**src/rtl/act_pkg.sv**
```systemverilog
package act_pkg;

    // Per-sample observation derived from the current and previous sample
    typedef struct packed {
        logic changed;   // compared sample differs from the previous one
        logic repeated;  // compared sample equals the previous one
        logic rising;    // change from 0 to 1
    } act_obs_t;

    typedef enum logic {
        VERDICT_ANY  = 1'b0,
        VERDICT_PAIR = 1'b1
    } act_verdict_e;

endpackage

```
**src/rtl/act_sampler.sv**
```systemverilog
module act_sampler
    import act_pkg::*;
(
    input  logic     clk,
    input  logic     rst_n,
    input  logic     samp_en,
    input  logic     data_in,
    output act_obs_t obs
);

    typedef struct packed {
        logic last;
        logic have;
    } samp_st_t;

    samp_st_t st_d, st_q;

    always_comb begin
        st_d         = st_q;
        obs          = '0;
        if (samp_en) begin
            if (st_q.have) begin
                obs.changed  = (data_in != st_q.last);
                obs.repeated = (data_in == st_q.last);
                obs.rising   = data_in & ~st_q.last;
            end
            st_d.last = data_in;
            st_d.have = 1'b1;
        end
    end

    always_ff @(posedge clk or negedge rst_n) begin
        if (!rst_n) begin
            st_q <= '0;
        end else begin
            st_q <= st_d;
        end
    end

    // the stored reference follows the sampled bit
    assert_ref_track_R2: assert property (@(posedge clk) disable iff (!rst_n)
        samp_en |=> (st_q.last == $past(data_in)) && st_q.have);

    // without an enable the reference does not move
    assert_ref_idle_R10: assert property (@(posedge clk) disable iff (!rst_n)
        !samp_en |=> $stable(st_q));

endmodule

```
**src/rtl/act_window.sv**
```systemverilog
module act_window #(
    parameter int WINDOW = 16
) (
    input  logic clk,
    input  logic rst_n,
    input  logic samp_en,
    input  logic win_clr,
    output logic close
);

    localparam int SLOT_W = (WINDOW > 1) ? $clog2(WINDOW) : 1;
    localparam logic [SLOT_W-1:0] LAST_SLOT = SLOT_W'(WINDOW - 1);

    typedef struct packed {
        logic [SLOT_W-1:0] slot;
    } win_st_t;

    win_st_t st_d, st_q;
    logic    wrap;

    always_comb begin
        st_d  = st_q;
        wrap  = samp_en && (st_q.slot == LAST_SLOT);
        close = win_clr | wrap;
        if (close) begin
            st_d.slot = '0;
        end else if (samp_en) begin
            st_d.slot = st_q.slot + 1'b1;
        end
    end

    always_ff @(posedge clk or negedge rst_n) begin
        if (!rst_n) begin
            st_q <= '0;
        end else begin
            st_q <= st_d;
        end
    end

    // a strobe restarts the window from its first slot
    assert_clr_restart_R4: assert property (@(posedge clk) disable iff (!rst_n)
        win_clr |=> (st_q.slot == '0));

    // a window never runs past its last slot
    assert_slot_bound_R3: assert property (@(posedge clk) disable iff (!rst_n)
        (st_q.slot == LAST_SLOT && samp_en) |=> (st_q.slot == '0));

    // idle cycles do not advance the window
    assert_slot_idle_R10: assert property (@(posedge clk) disable iff (!rst_n)
        (!samp_en && !win_clr) |=> $stable(st_q.slot));

endmodule

```
**src/rtl/act_tally.sv**
```systemverilog
module act_tally #(
    parameter int CNT_W = 5
) (
    input  logic             clk,
    input  logic             rst_n,
    input  logic             rising,
    input  logic             close,
    output logic [CNT_W-1:0] cnt_upd
);

    localparam logic [CNT_W-1:0] CNT_MAX = {CNT_W{1'b1}};

    typedef struct packed {
        logic [CNT_W-1:0] cnt;
    } tally_st_t;

    tally_st_t st_d, st_q;

    always_comb begin
        cnt_upd = st_q.cnt;
        if (rising && (st_q.cnt != CNT_MAX)) begin
            cnt_upd = st_q.cnt + 1'b1;
        end
        st_d.cnt = close ? '0 : cnt_upd;
    end

    always_ff @(posedge clk or negedge rst_n) begin
        if (!rst_n) begin
            st_q <= '0;
        end else begin
            st_q <= st_d;
        end
    end

    // a full count stays full until the window closes
    assert_sat_hold_R8: assert property (@(posedge clk) disable iff (!rst_n)
        (st_q.cnt == CNT_MAX && !close) |=> (st_q.cnt == CNT_MAX));

    // the running count restarts after a close
    assert_cnt_restart_R8: assert property (@(posedge clk) disable iff (!rst_n)
        close |=> (st_q.cnt == '0));

endmodule

```
**src/rtl/act_watch.sv**
```systemverilog
module act_watch
    import act_pkg::*;
#(
    parameter int WINDOW = 16,
    parameter int CNT_W  = 5
) (
    input  logic             clk,
    input  logic             rst_n,
    input  logic             samp_en,
    input  logic             data_in,
    input  logic             win_clr,
    input  logic             pair_mode,
    output logic             act_err,
    output logic [CNT_W-1:0] act_cnt,
    output logic             stuck_now
);

    typedef struct packed {
        logic             seen_change;
        logic             seen_repeat;
        logic             err;
        logic [CNT_W-1:0] cnt_out;
    } top_st_t;

    top_st_t          st_d, st_q;
    act_obs_t         obs;
    logic             close;
    logic [CNT_W-1:0] cnt_upd;
    logic             change_upd;
    logic             repeat_upd;
    act_verdict_e     verdict;

    act_sampler u_sampler (
        .clk     (clk),
        .rst_n   (rst_n),
        .samp_en (samp_en),
        .data_in (data_in),
        .obs     (obs)
    );

    act_window #(.WINDOW(WINDOW)) u_window (
        .clk     (clk),
        .rst_n   (rst_n),
        .samp_en (samp_en),
        .win_clr (win_clr),
        .close   (close)
    );

    act_tally #(.CNT_W(CNT_W)) u_tally (
        .clk     (clk),
        .rst_n   (rst_n),
        .rising  (obs.rising),
        .close   (close),
        .cnt_upd (cnt_upd)
    );

    always_comb begin
        st_d       = st_q;
        verdict    = act_verdict_e'(pair_mode);
        change_upd = st_q.seen_change | obs.changed;
        repeat_upd = st_q.seen_repeat | obs.repeated;
        if (close) begin
            st_d.err         = (verdict == VERDICT_PAIR) ? repeat_upd : ~change_upd;
            st_d.cnt_out     = cnt_upd;
            st_d.seen_change = 1'b0;
            st_d.seen_repeat = 1'b0;
        end else begin
            st_d.seen_change = change_upd;
            st_d.seen_repeat = repeat_upd;
        end
    end

    always_ff @(posedge clk or negedge rst_n) begin
        if (!rst_n) begin
            st_q <= '0;
        end else begin
            st_q <= st_d;
        end
    end

    assign act_err   = st_q.err;
    assign act_cnt   = st_q.cnt_out;
    assign stuck_now = pair_mode & st_q.seen_repeat;

    // published results move only after a window closes
    assert_hold_R9: assert property (@(posedge clk) disable iff (!rst_n)
        !close |=> ($stable(act_err) && $stable(act_cnt)));

    // once an equal pair is seen it stays recorded until the close
    assert_repeat_hold_R7: assert property (@(posedge clk) disable iff (!rst_n)
        (st_q.seen_repeat && !close) |=> st_q.seen_repeat);

    // a repeat in the closing cycle under pair mode gives an error
    assert_pair_verdict_R6: assert property (@(posedge clk) disable iff (!rst_n)
        (close && pair_mode && (obs.repeated || st_q.seen_repeat)) |=> act_err);

    // a change in the window under any-change mode clears the error
    assert_any_verdict_R5: assert property (@(posedge clk) disable iff (!rst_n)
        (close && !pair_mode && (obs.changed || st_q.seen_change)) |=> !act_err);

endmodule

```
**config.mk**
```make
export PLATFORM = sky130hd
export DESIGN_NAME = act_watch
export DESIGN_NICKNAME = d
export VERILOG_FILES = /design/src/rtl/act_pkg.sv /design/src/rtl/act_sampler.sv /design/src/rtl/act_window.sv /design/src/rtl/act_tally.sv /design/src/rtl/act_watch.sv
export SDC_FILE = /design/constraint.sdc
export NUM_CORES = 1
export LEC_CHECK = 0
export BUFFER_PORTS_ARGS = -buffer_cell sky130_fd_sc_hd__buf_2
export CAP_MARGIN = 20
export CORE_UTILIZATION = 58
export DETAILED_ROUTE_END_ITERATION = 8
export GPL_ROUTABILITY_DRIVEN = 0
export PLACE_DENSITY_LB_ADDON = 0.15
export SLEW_MARGIN = 10
export SYNTH_ARGS = -nofsm -noshare
export SYNTH_HDL_FRONTEND = slang
export SYNTH_SLANG_ARGS = --single-unit
```
**constraint.sdc**
```tcl
create_clock -name clk -period 6.4 [get_ports clk]
set_clock_uncertainty 0.1 [all_clocks]
set_input_delay 0.64 -clock clk [delete_from_list [all_inputs] [get_ports clk]]
set_output_delay 0.64 -clock clk [all_outputs]
set_load 0.02 [all_outputs]
```
==> metrics <==
CP Max Fanout=7; CTS tree=done; DIE WIDTH=41.5 um; worst vdd ir=0.160 mV; critical path data required time=6.51 ns; Ys Warns=0; Avg WL per Cell=12.2 um; cell area after synthesis=906 um2; post-CTS setup buffers=0; MaxCap Viol Count=0; Worst-Skew Late Latency=0.28 ns; number of synthesized flops with an enable pin=0; row count=13; P&R area growth vs syn=6.08%; count of cell types in the netlist=25; Slew headroom=61.0%; Via Count=614; n_diodes=0; maximum clock frequency=473 MHz; total I/O pin count=13; global-route wire length before repair=2530 um; PostCTS Resize Cnt=0; Buffers on Ports=12; PwrDens=227 nW/um2; clock-pin slew of the registers on the worst-case setup and hold paths=0.10 ns; Hold WC Path Type=input pin to asynchronous set/reset pin; arrival time worst endpoint=2.22 ns; Min Hold Slack=0.170 ns; initial antenna violation count=0; Final setup viols=0; H-Tree Depth=1; 1st-pass router iterations=4; Die Height=41.5 um; status=finished, final reports clean; hpwl dp=1010 um; Mapped Cells=88; post-layout power=0.218 mW; Seq cells post-synth=19; Leakage=0.473 nW; synthesized area per cell=10.3 um2; critical path class=flip-flop to flip-flop; Hold Buf Count CTS=0; Max stage delay on crit path=0.55 ns; register area share after synthesis=52.5%; vias per cell=5.53; Critical Path Sink Type=flip-flop; Final Max Tran Viols=0; Root Buffer=clkbuf_4; Num Clock Sinks=19; Routed Antenna Nets=0; DR iter-0 viols=15; final worst path period need=2.11 ns; Residual DRC=0; Starting Density=65.5%; largest net degree at the start of global routing=20; vias in the first global route=604; Cell Chain, Critical Path=ha_1, and3_1, ha_1, nand4b_4, or4b_4, a21oi_1; RSZ-0062 raised after global routing=false; critical path's slowest cell=or4b_4; Synthesized Nets=98; total CTS buffers=3; GRT Total Usage=19.2%; Final Cycle Share=33.0%; fin area=961 um2; clock buffer depth=2; Hold Vio Cnt, Final=0; DIE AREA=1720 um2; aggregate routed wire length=1350 um; placed inst area=935 um2; most frequent CP cell=ha_1; core area=1380 um2; fin nets=107; Worst-Margin Slew=0.586 ns; Fin Setup TNS=0 ns; Worst setup SP type=flip-flop; grt ovf=0; FFs w/ async S/R, synth=100%; Most used DFF post-synth=dfrtp_1; share of layout cells above drive strength 1=18.8%
## per-layer routing
layer | vias to the layer above | GRT usage (%) | share of wire (%) | wire length [um]
met4 | 0 | 9.68 | 0.89 | 12
met1 | 276 | 26.8 | 52 | 701
met5 | - | 0 | 0 | 0
met3 | 2 | 2.61 | 4.4 | 60
li1 | 323 | - | - | -
met2 | 13 | 29.4 | 43 | 578
## synthesized netlist by cell type, drive strengths merged (2+ instances only)
cell type	instances	share of area (%)
buf	6	4.7
or3	2	1.4
nand2	6	2.5
clkbuf	2	0.83
mux2i	2	2.2
nand3	2	1.1
and3	2	1.4
o21ai	5	2.8
inv	2	0.83
xor2	2	1.9
a21oi	7	3.9
ha	4	5.5
a31oi	3	2.1
dfrtp	19	52
nor2	15	6.2
## placed cells by master, fill, tap and decap left out, types with 3 or more instances in the layout
master / count
a21oi_1: 7
ha_1: 4
o21ai_0: 5
clkbuf_4: 3
a31oi_1: 3
nand2_1: 6
dfrtp_1: 19
buf_2: 12
nor2_1: 15
## cell families after synthesis
family / after synthesis / share of synthesized area, %
AO/OA/AOI/OAI: 20 / 13.4
XOR/XNOR: 2 / 1.93
adder cells (fa/ha/maj): 4 / 5.53
buffers and inverters: 10 / 6.35
flip-flops: 19 / 52.5
multiplexers: 2 / 2.21
AND/OR/NAND/NOR: 31 / 18.1
## worst max-delay path: cells and delay by family (launching register included)
| kind | cells | cell delay, ns |
|---|---|---|
| AO/OA/AOI/OAI | 1 | 0.17 |
| adder cells (fa/ha/maj) | 2 | 0.40 |
| flip-flops | 1 | 0.43 |
| AND/OR/NAND/NOR | 3 | 0.94 |
## path summary, 6_finish.rpt
kind                            startpoint               end  slack (ns)  cells past startpoint
setup / recovery           u_tally.st_q[0]   u_tally.st_q[3]        4.29                      6
hold / removal                       rst_n   u_tally.st_q[3]        0.17                      1
setup reg to reg           u_tally.st_q[0]   u_tally.st_q[3]        4.29                      6
hold reg to reg                    st_q[7]           st_q[7]        0.41                      1
max in group asynchronous            rst_n  u_window.st_q[1]        5.74                      1
min in group clk                   st_q[7]           st_q[7]        0.41                      1
## final cells by class
type                            instances  area (um2)
Clock buffer                            4        26.3
Fill cell                              98         422
Inverter                                2        7.51
Multi-Input combinational cell         59         373
Sequential cell                        19         475
Tap cell                               15        18.8
Timing Repair Buffer                   12        60.1
## through the flow
step | setup WS, ns | instances | utilization [%]
2_1_floorplan | 4.39 | 88 | -
3_3_place_gp | 4.35 | 107 | 67.6
3_5_place_dp | 4.31 | 107 | 67.6
4_1_cts | 4.28 | 111 | 69.5
5_1_grt | 4.21 | 111 | 69.5
6_report | 4.29 | 111 | 69.5
## where the power goes
group | switching [mW] | internal [mW] | leakage (nW)
sequential | 0.00413 | 0.127 | 0.244
combinational | 0.0198 | 0.0114 | 0.214
clock | 0.0320 | 0.0242 | 0.0150
total | 0.0559 | 0.163 | 0.473
## flip-flops by register name (all words and copies together) (netlist names)
name and flops:
st_q 2, act_err 1, u_tally.st_q 5, act_cnt 5, u_sampler.st_q 2, u_window.st_q 4
(Power assumes the default switching activity.)
